$ cat config.mk
export PLATFORM = sky130hd
export DESIGN_NAME = sleep_seq_top
export DESIGN_NICKNAME = d
export VERILOG_FILES = /design/src/rtl/sleep_seq_pkg.sv /design/src/rtl/sleep_rst_sync.sv /design/src/rtl/sleep_irq_sync.sv /design/src/rtl/sleep_refresh_timer.sv /design/src/rtl/sleep_fsm.sv /design/src/rtl/sleep_seq_top.sv
export SDC_FILE = /design/constraint.sdc
export NUM_CORES = 1
export LEC_CHECK = 0
export ABC_AREA = 1
export BUFFER_PORTS_ARGS = -buffer_cell sky130_fd_sc_hd__buf_4
export CAP_MARGIN = 20
export CORE_MARGIN = 8
export CORE_UTILIZATION = 47
export DETAILED_ROUTE_END_ITERATION = 12
export GPL_ROUTABILITY_DRIVEN = 0
export HOLD_SLACK_MARGIN = 0.02
export PLACE_DENSITY_LB_ADDON = 0.12
export SYNTH_ARGS = -nofsm -noshare
export SYNTH_HDL_FRONTEND = slang
export SYNTH_SLANG_ARGS = --single-unit
$ cat constraint.sdc
create_clock -name clk_slow -period 1.1 [get_ports clk_slow]
set_input_delay 0.11 -clock clk_slow [delete_from_list [all_inputs] [get_ports clk_slow]]
set_output_delay 0.11 -clock clk_slow [all_outputs]
set_load 0.01 [all_outputs]
$ cat src/rtl/sleep_seq_pkg.sv
package sleep_seq_pkg;
  typedef enum logic [1:0] {
    PH_RUN    = 2'd0,
    PH_WAIT   = 2'd1,
    PH_ASLEEP = 2'd2,
    PH_SETTLE = 2'd3
  } phase_t;
endpackage

$ cat src/rtl/sleep_rst_sync.sv
module sleep_rst_sync (
  input  logic clk,
  input  logic rst_n_in,
  output logic rst_n_out
);
  logic stg1_q, stg2_q;

  always_ff @(posedge clk or negedge rst_n_in) begin
    if (!rst_n_in) begin
      stg1_q <= 1'b0;
      stg2_q <= 1'b0;
    end else begin
      stg1_q <= 1'b1;
      stg2_q <= stg1_q;
    end
  end

  assign rst_n_out = stg2_q;
endmodule

$ cat src/rtl/sleep_irq_sync.sv
module sleep_irq_sync #(
  parameter int N_IRQ = 4
) (
  input  logic             clk,
  input  logic             rst_n,
  input  logic [N_IRQ-1:0] irq_raw,
  input  logic [N_IRQ-1:0] irq_en,
  output logic             irq_pend
);
  logic [N_IRQ-1:0] meta_q, sync_q;

  for (genvar gi = 0; gi < N_IRQ; gi++) begin : g_line
    always_ff @(posedge clk or negedge rst_n) begin
      if (!rst_n) begin
        meta_q[gi] <= 1'b0;
        sync_q[gi] <= 1'b0;
      end else begin
        meta_q[gi] <= irq_raw[gi];
        sync_q[gi] <= meta_q[gi];
      end
    end
  end

  assign irq_pend = |(sync_q & irq_en);
endmodule

$ cat src/rtl/sleep_refresh_timer.sv
module sleep_refresh_timer #(
  parameter int REFRESH_PERIOD = 256
) (
  input  logic clk,
  input  logic rst_n,
  input  logic active,
  output logic pulse
);
  localparam int CW = (REFRESH_PERIOD > 1) ? $clog2(REFRESH_PERIOD) : 1;
  localparam logic [CW-1:0] LAST = CW'(REFRESH_PERIOD - 1);

  logic [CW-1:0] cnt_q, cnt_d;
  logic          at_last;

  assign at_last = (cnt_q == LAST);

  always_comb begin
    cnt_d = cnt_q;
    if (!active)
      cnt_d = '0;
    else if (at_last)
      cnt_d = '0;
    else
      cnt_d = cnt_q + 1'b1;
  end

  always_ff @(posedge clk or negedge rst_n) begin
    if (!rst_n) cnt_q <= '0;
    else        cnt_q <= cnt_d;
  end

  assign pulse = active && at_last;
endmodule

$ cat src/rtl/sleep_fsm.sv
module sleep_fsm
  import sleep_seq_pkg::*;
#(
  parameter int SETTLE_CYC = 16
) (
  input  logic   clk,
  input  logic   rst_n,
  input  logic   sleep_set,
  input  logic   insn_boundary,
  input  logic   irq_pend,
  output phase_t phase
);
  localparam int SW = (SETTLE_CYC > 1) ? $clog2(SETTLE_CYC) : 1;
  localparam logic [SW-1:0] SLAST = SW'(SETTLE_CYC - 1);

  phase_t        ph_q, ph_d;
  logic [SW-1:0] st_q, st_d;
  logic          st_en;

  always_comb begin
    ph_d  = ph_q;
    st_d  = st_q;
    st_en = 1'b0;
    unique case (ph_q)
      PH_RUN: begin
        if (sleep_set && !irq_pend) ph_d = PH_WAIT;
      end
      PH_WAIT: begin
        if (irq_pend)           ph_d = PH_RUN;
        else if (insn_boundary) ph_d = PH_ASLEEP;
      end
      PH_ASLEEP: begin
        if (irq_pend) begin
          ph_d  = PH_SETTLE;
          st_d  = '0;
          st_en = 1'b1;
        end
      end
      PH_SETTLE: begin
        st_en = 1'b1;
        if (st_q == SLAST) begin
          ph_d = PH_RUN;
          st_d = '0;
        end else begin
          st_d = st_q + 1'b1;
        end
      end
      default: ph_d = PH_RUN;
    endcase
  end

  always_ff @(posedge clk or negedge rst_n) begin
    if (!rst_n) ph_q <= PH_RUN;
    else        ph_q <= ph_d;
  end

  always_ff @(posedge clk or negedge rst_n) begin
    if (!rst_n)     st_q <= '0;
    else if (st_en) st_q <= st_d;
  end

  assign phase = ph_q;
endmodule

$ cat src/rtl/sleep_seq_top.sv
module sleep_seq_top
  import sleep_seq_pkg::*;
#(
  parameter int N_IRQ          = 4,
  parameter int SETTLE_CYC     = 16,
  parameter int REFRESH_PERIOD = 256
) (
  input  logic             clk_slow,
  input  logic             rst_n,
  input  logic             sleep_set,
  input  logic             insn_boundary,
  input  logic [N_IRQ-1:0] irq_raw,
  input  logic [N_IRQ-1:0] irq_en,
  output logic             sleep_bit,
  output logic             cpu_halt,
  output logic             fosc_en,
  output logic             flash_en,
  output logic             vref_en,
  output logic             vref_refresh
);
  logic   rst_n_int;
  logic   irq_pend;
  logic   refresh;
  phase_t phase;

  sleep_rst_sync u_rst (
    .clk       (clk_slow),
    .rst_n_in  (rst_n),
    .rst_n_out (rst_n_int)
  );

  sleep_irq_sync #(.N_IRQ(N_IRQ)) u_irq (
    .clk      (clk_slow),
    .rst_n    (rst_n_int),
    .irq_raw  (irq_raw),
    .irq_en   (irq_en),
    .irq_pend (irq_pend)
  );

  sleep_fsm #(.SETTLE_CYC(SETTLE_CYC)) u_fsm (
    .clk           (clk_slow),
    .rst_n         (rst_n_int),
    .sleep_set     (sleep_set),
    .insn_boundary (insn_boundary),
    .irq_pend      (irq_pend),
    .phase         (phase)
  );

  sleep_refresh_timer #(.REFRESH_PERIOD(REFRESH_PERIOD)) u_ref (
    .clk    (clk_slow),
    .rst_n  (rst_n_int),
    .active (phase == PH_ASLEEP),
    .pulse  (refresh)
  );

  assign sleep_bit    = (phase != PH_RUN);
  assign cpu_halt     = (phase == PH_ASLEEP) || (phase == PH_SETTLE);
  assign fosc_en      = (phase != PH_ASLEEP);
  assign flash_en     = (phase == PH_RUN) || (phase == PH_WAIT);
  assign vref_en      = flash_en || refresh;
  assign vref_refresh = refresh;
endmodule

==> metrics.md, run 1 <==
| Metric | Value |
|---|---|
| Final cycle utilization of the critical path | `150%` |
| Avg WL per Cell | `roughly 16 um` |
| Area grow syn2layout | `75.4%` |
| Final critical delay including setup and external delays | `1650 ps` |
| Number of distinct standard cells referenced by the synthesized netlist | `22` |
| Initial antenna violation count | `0` |
| Synth Area per Inst | `9.64 um^2` |
| CP delay by family, top | `flip-flops` |
| Clock tree root buffer cell | `clkbuf_4` |
| Largest net degree at the start of global routing | `23` |
| Vertical extent of the die | `62.2 um` |
| Combined global-route utilization of all metal layers | `~13%` |
| Mapped cell area | `1000 um^2` |
| Synthesis warning total | `0` |
| Proportion of synthesized chip area in sequential cells | `59.9%` |
| Cell count after synthesis | `104` |
| Wire length of the first global-routing pass | `4.34 mm` |
| Placement Setup Slack | `-211 ps` |
| Net total in the final layout | `179` |
| Final wirelength | `roughly 3.0 mm` |
| CTS clock-pin slew for the worst setup and hold paths | `130 ps` |
| Final Hold Viols | `0` |
| Leakage power of the design | `0.832 nW` |
| Total overflow reported by the global router | `0` |
| H-tree depth | `1` |
| CTS tree | `done` |
| Worst min-delay path category | `in -> async` |
| Detailed-routing iteration count for the pre-antenna-repair pass | `4` |
| Worst Setup Start Kind | `flop` |
| Final Worst Setup Slack | `-546 ps` |
| Ordered cell list for the critical path | `ha_4 > nand3_4 > nor4_4 > nand2_2 > o21ai_2 > buf_4` |
| Number of nets in the synthesized netlist | `between 100 and 150` |
| Post-route cell area | `1760 um^2` |
| Category of the worst setup path capture point | `primary output` |
| Vias | `977` |
| Share of async-settable or async-resettable flops after synthesis | `between 90% and 100%` |
| Clock insertion delay at the later pin of the skew report | `320 ps` |
| FP Rows | `16` |
| Clock net sink count | `24` |
| Setup TNS Final | `-3910 ps` |
| Power density normalized to cell area | `1960 nW/um^2` |
| Most frequently used cell type in the post-synthesis netlist | `dfrtp_1` |
| Violation count after the first detailed-routing iteration | `23` |
| Setup violation total in the final timing report | `18` |
| I/O pin count | `18` |
| Cts bufs inserted | `3` |
| Core Footprint | `1980 um^2` |
| Max rail drop VDD | `1340 uV` |
| DR vias/cell | `between 5 and 6` |
| Antenna violation net count after detailed routing | `0` |
| Final hold slack | `90.2 ps` |
| Antenna Cells | `0` |
| Leading area contributor after synthesis | `dfrtp_1` |
| Run status | `finished, violations left` |
| Port buffer count | `17` |
| Top fanout value on the critical path | `3` |
| Worst Path Class, Setup | `reg -> out` |
| Worst path slowest cell | `dfrtp_1` |
| Number of synthesized flops with an enable pin | `0` |
| Maximum clock path buffer count | `2` |
| Setup repair after global routing missed its margin | `true` |
| Area fraction of the dominant cell type after synthesis | `59.9%` |
| Post-detail-place hpwl | `1.56 mm` |
| Total power of the final layout | `0.00344 W` |
| Final Skew | `~1.9 ps` |
| Final max-slew violation count | `0` |
| Number of maximum-capacitance violations | `0` |
| Share of final-layout standard cells stronger than drive strength 1 | `53.7%` |
| Required time of the worst setup path | `990 ps` |
| Failing checks | `setup timing` |
| Horizontal die dimension | `62.2 um` |
| Critical path arrival | `1540 ps` |
| Area after DPL | `1340 um^2` |
| Initial core utilization | `50.6%` |
| Worst path buffer plus inverter count | `1` |
| Crit path largest cell delay | `slightly above 400 ps` |
| Number of global-route vias before repair | `around 960` |
| Commonest register cell after synthesis | `dfrtp_1` |
| Register bit count reported by yosys | `24` |
| Leading post-synthesis cells by instance count | `dfrtp_1, nand2_1, inv_1, nor2_1` |
| DR DRC count | `0` |
| Die Outline Area | `3870 um^2` |
| Top post-synthesis cells by area | `dfrtp_1, nand2_1, inv_1` |
| Maximum clock rate | `608 MHz` |
routing by layer:
layer	track usage, %	wire (um)	up-vias
met2	23.3	1710	30
met1	15.6	1130	487
met4	4.37	51	0
li1	-	-	454
met3	3.58	157	6
met5	0	0	-
metrics by stage:
stage          std cells  util [%]
5_1_grt              191      88.7
4_1_cts              188      83.6
6_report             191      88.7
3_3_place_gp         168      67.4
2_1_floorplan        104         -
3_5_place_dp         168      67.4
worst reg2reg max path: cells and delay by family, from the launching register on:
kind                   cells  cell delay, ps
XOR/XNOR                   1             190
buffers and inverters      1             160
flip-flops                 1             450
AND/OR/NAND/NOR            4             550
kinds of logic (layout without fill, tap and decap cells):
family | count (synthesis) | count (layout) | share of synthesized area [%]
and+or+nand+nor | 49 | 49 | 22.3
DFF | 24 | 24 | 59.9
buffers and inverters | 13 | 73 | 5.37
AOI/OAI and AO/OA | 11 | 11 | 5.99
xor gates and xnor gates | 4 | 4 | 3.50
adders and majority gates | 2 | 2 | 2.50
other | 1 | 1 | 0.374
placed cells by master, fill, tap and decap left out, types with 4 or more instances in the layout:
| cell type | netlist | layout |
|---|---|---|
| buf_4 | 0 | 36 |
| dfrtp_1 | 24 | 23 |
| buf_6 | 0 | 16 |
| nand2_1 | 21 | 14 |
| inv_1 | 11 | 8 |
| nor2_1 | 11 | 7 |
| dlygate4sd3_1 | 0 | 5 |
| nor2_4 | 0 | 4 |
| nand2_2 | 0 | 4 |
| nand4_1 | 4 | 4 |
power breakdown:
group          internal, W  switching, W  leakage (nW)
Combinational     0.000932      0.000761         0.500
Sequential         0.00100      0.000111         0.304
Clock             0.000369      0.000269        0.0279
path summary, 6_finish.rpt:
kind                                            from                    endpoint  slack, ps  cells after the start
hold reg to reg            u_rst.rst_n_out$_DFF_PN0_   u_fsm.st_q[1]$_DFFE_PN0P_        220                      1
max in group asynchronous  u_rst.rst_n_out$_DFF_PN0_  u_fsm.phase[0]$_DFFE_PN0P_        640                      1
min in group clk_slow                      sleep_set                        flop        260                      6
hold / removal                                 rst_n      u_rst.stg1_q$_DFF_PN0_         90                      2
setup / recovery            u_ref.cnt_q[0]$_DFF_PN0_                     vref_en       -550                      6
setup reg to reg            u_ref.cnt_q[3]$_DFF_PN0_    u_ref.cnt_q[7]$_DFF_PN0_       -340                      6
layout make-up:
| type | instances | area (um^2) |
|---|---|---|
| multi-input combinational | 67 | 517 |
| tap | 27 | 33.8 |
| clock buffer | 3 | 22.5 |
| inverter | 12 | 52.6 |
| fill | 99 | 224 |
| sequential | 24 | 602 |
| timing repair buffer | 57 | 500 |
| clock inverter | 1 | 30.0 |
flip-flops by register name, indices dropped and copies added, names as in the netlist, named ones only:
| signal | count |
|---|---|
| u_ref.cnt_q | 8 |
| u_fsm.st_q | 4 |
| u_fsm.phase | 1 |
| u_irq.meta_q | 4 |
| u_irq.sync_q | 4 |
| u_rst.stg1_q | 1 |
| u_rst.rst_n_out | 1 |
repair_timing:
item	in CTS	in global routing
pin swaps	14	11
setup endpoints to repair	18	18
buffers inserted	11	4
hold buffers	5	0
resized for setup	41	17
hold endpoints to repair	6	0
No activity file was read; power rests on OpenSTA's default activity.
==> run 2: changes to the inputs <==
--- a/config.mk
+++ b/config.mk
@@ -8,12 +8,16 @@
 export ABC_AREA = 1
 export BUFFER_PORTS_ARGS = -buffer_cell sky130_fd_sc_hd__buf_4
 export CAP_MARGIN = 20
+export CELL_PAD_IN_SITES_DETAIL_PLACEMENT = 0
+export CELL_PAD_IN_SITES_GLOBAL_PLACEMENT = 1
 export CORE_MARGIN = 8
-export CORE_UTILIZATION = 47
+export CORE_UTILIZATION = 36
 export DETAILED_ROUTE_END_ITERATION = 12
 export GPL_ROUTABILITY_DRIVEN = 0
 export HOLD_SLACK_MARGIN = 0.02
 export PLACE_DENSITY_LB_ADDON = 0.12
+export SKIP_LAST_GASP = 1
+export SLEW_MARGIN = 10
 export SYNTH_ARGS = -nofsm -noshare
 export SYNTH_HDL_FRONTEND = slang
 export SYNTH_SLANG_ARGS = --single-unit
==> run 2 against run 1 <==
Compared with the run above: the flow still finishes with violations (setup timing); sequential share of layout area down 0.48 points; non-clock buffer count rose by 7; sequential power about the same; routed wire length shrank 8.7%; critical path type unchanged.
==> metrics.md, run 2 (synthesized netlist as in run 1, its figures left out) <==
| Metric | Value |
|---|---|
| Number of global-route vias before repair | `953 (was 956)` |
| Clock net sink count | `24 (unchanged)` |
| Wire length of the first global-routing pass | `4.49 mm (was 4.34 mm)` |
| Avg WL per Cell | `13.8 um (was 15.9 um)` |
| Critical path arrival | `1530 ps (was 1540 ps)` |
| Detailed-routing iteration count for the pre-antenna-repair pass | `4 (unchanged)` |
| Initial antenna violation count | `0 (unchanged)` |
| Initial core utilization | `37.0% (was 50.6%)` |
| Port buffer count | `17 (unchanged)` |
| Setup repair after global routing missed its margin | `true (unchanged)` |
| Final Skew | `2.08 ps (was 1.86 ps)` |
| Setup violation total in the final timing report | `19 (was 18)` |
| CTS clock-pin slew for the worst setup and hold paths | `120 ps (was 130 ps)` |
| Leakage power of the design | `0.858 nW (was 0.832 nW)` |
| Worst Setup Start Kind | `flop (unchanged)` |
| Final wirelength | `2.78 mm (was 3.05 mm)` |
| Number of fill cells | `220 (was 99)` |
| Vias | `964 (was 977)` |
| Worst min-delay path category | `in -> async (unchanged)` |
| Cells after DPL | `175 (was 168)` |
| Vertical extent of the die | `68.8 um (was 62.2 um)` |
| Maximum clock rate | `611 MHz (was 608 MHz)` |
| I/O pin count | `18 (unchanged)` |
| CTS tree | `done (unchanged)` |
| Number of cells in the finished layout apart from fillers | `201 (was 191)` |
| Final cycle utilization of the critical path | `149% (was 150%)` |
| DR vias/cell | `4.80 (was 5.12)` |
| Final max-slew violation count | `0 (unchanged)` |
| Top fanout value on the critical path | `3 (unchanged)` |
| Worst path slowest cell | `dfrtp_1 (unchanged)` |
| Die Outline Area | `4730 um^2 (was 3870 um^2)` |
| Combined global-route utilization of all metal layers | `12.9% (was 13.5%)` |
| Run status | `finished, violations left (unchanged)` |
| First element of the critical path | `u_ref.cnt_q[0]$_DFF_PN0_ (unchanged)` |
| Most common library cell in the layout ignoring fill and taps | `buf_4 (unchanged)` |
| Ordered cell list for the critical path | `ha_4 > nand3_4 > nor4_4 > nand2_2 > o21ai_2 > buf_4 (unchanged)` |
| Number of flip-flops under the largest register name | `8 (unchanged)` |
| Setup TNS Final | `-4700 ps (was -3910 ps)` |
| Final core utilization | `65.8% (was 88.7%)` |
| Final hold slack | `116 ps (was 90.2 ps)` |
| Area grow syn2layout | `77.9% (was 75.4%)` |
| Final Hold Viols | `0 (unchanged)` |
| Category of the worst setup path capture point | `primary output (unchanged)` |
| Maximum clock path buffer count | `2 (unchanged)` |
| Most used cells in the layout excluding fill and tap cells | `buf_4, dfrtp_1, buf_6 (unchanged)` |
| Core Footprint | `2710 um^2 (was 1980 um^2)` |
| Area after DPL | `1360 um^2 (was 1340 um^2)` |
| H-tree depth | `1 (unchanged)` |
| Number of maximum-capacitance violations | `0 (unchanged)` |
| Max rail drop VDD | `1310 uV (was 1340 uV)` |
| Final Worst Setup Slack | `-537 ps (was -546 ps)` |
| Antenna Cells | `0 (unchanged)` |
| Final critical delay including setup and external delays | `1640 ps (was 1650 ps)` |
| Largest net degree at the start of global routing | `23 (unchanged)` |
| Post-route cell area | `1780 um^2 (was 1760 um^2)` |
| Failing checks | `setup timing (unchanged)` |
| Required time of the worst setup path | `990 ps (about the same)` |
| Crit path largest cell delay | `420 ps (was 410 ps)` |
| Cts bufs inserted | `3 (unchanged)` |
| Share of final-layout standard cells stronger than drive strength 1 | `56.5% (was 53.7%)` |
| DR DRC count | `0 (unchanged)` |
| Power density normalized to cell area | `1780 nW/um^2 (was 1960 nW/um^2)` |
| Reg with most FFs | `u_ref.cnt_q (unchanged)` |
| FP Rows | `19 (was 16)` |
| Violation count after the first detailed-routing iteration | `31 (was 23)` |
| Horizontal die dimension | `68.8 um (was 62.2 um)` |
| Total overflow reported by the global router | `0 (unchanged)` |
| Clock insertion delay at the later pin of the skew report | `300 ps (was 320 ps)` |
| Antenna violation net count after detailed routing | `0 (unchanged)` |
| Net total in the final layout | `186 (was 179)` |
| Worst Path Class, Setup | `reg -> out (unchanged)` |
| Post-detail-place hpwl | `1.73 mm (was 1.56 mm)` |
| Clock tree root buffer cell | `clkbuf_4 (unchanged)` |
| Startpoint of the most critical register-to-register path | `u_ref.cnt_q[0]$_DFF_PN0_ (was u_ref.cnt_q[3]$_DFF_PN0_)` |
[run 2: repair_timing]
action	CTS	global route
endpoints found under the setup margin	17	19
hold buffers	5	0
buffers inserted	14	7
gates resized for setup	46	12
pin swaps	12	8
hold endpoints to repair	6	0
[run 2: cell type report]
| type | count | area (um^2) | area share, % |
|---|---|---|---|
| Timing Repair Buffer | 64 | 553 | 31.0 |
| Tap cell | 31 | 38.8 | 2.18 |
| Sequential cell | 24 | 602 | 33.8 |
| Clock buffer | 3 | 22.5 | 1.26 |
| Inverter | 12 | 47.5 | 2.67 |
| Multi-Input combinational cell | 67 | 519 | 29.1 |
[run 2: per-stage QoR]
stage / power (W) / worst slack, ps
final: 0.00317 / -537
after floorplan: 0.00157 / -91.6
after global routing: 0.00337 / -621
after CTS: 0.00305 / -556
after detailed placement: 0.00211 / -328
after global placement: 0.00208 / -212
[run 2: final timing paths]
kind / endpoint / slack (ps) / depth (start not counted)
max: vref_en / -540 / 6
min: u_rst.rst_n_out$_DFF_PN0_ / 120 / 2
max reg2reg: u_ref.cnt_q[7]$_DFF_PN0_ / -360 / 8
min reg2reg: u_ref.cnt_q[0]$_DFF_PN0_ / 220 / 1
max in group asynchronous: u_fsm.phase[0]$_DFFE_PN0P_ / 640 / 1
min in group clk_slow: flop / 210 / 5
[run 2: worst max-delay path: cells and delay by family (launching register included)]
kind | cells | cell delay [ps]
flops | 1 | 420
simple gates | 3 | 400
fa+ha+maj | 1 | 170
buf+inv | 1 | 130
compound gates | 1 | 120
[run 2: metal layers]
metal / share of wire [%] / GRT usage [%] / up-vias
met5: 0 / 0 / -
met4: 1.4 / 5.26 / 0
met3: 2.8 / 1.94 / 4
met2: 54 / 21.7 / 8
met1: 42 / 16.1 / 482
li1: - / - / 470
[run 2: power by group]
| part | leakage (nW) | switching [W] | internal, W |
|---|---|---|---|
| Combinational | 0.541 | 0.000773 | 0.000933 |
| Sequential | 0.304 | 0.0000856 | 0.00100 |
| Clock | 0.0138 | 0.000245 | 0.000128 |
| Total | 0.858 | 0.00110 | 0.00206 |
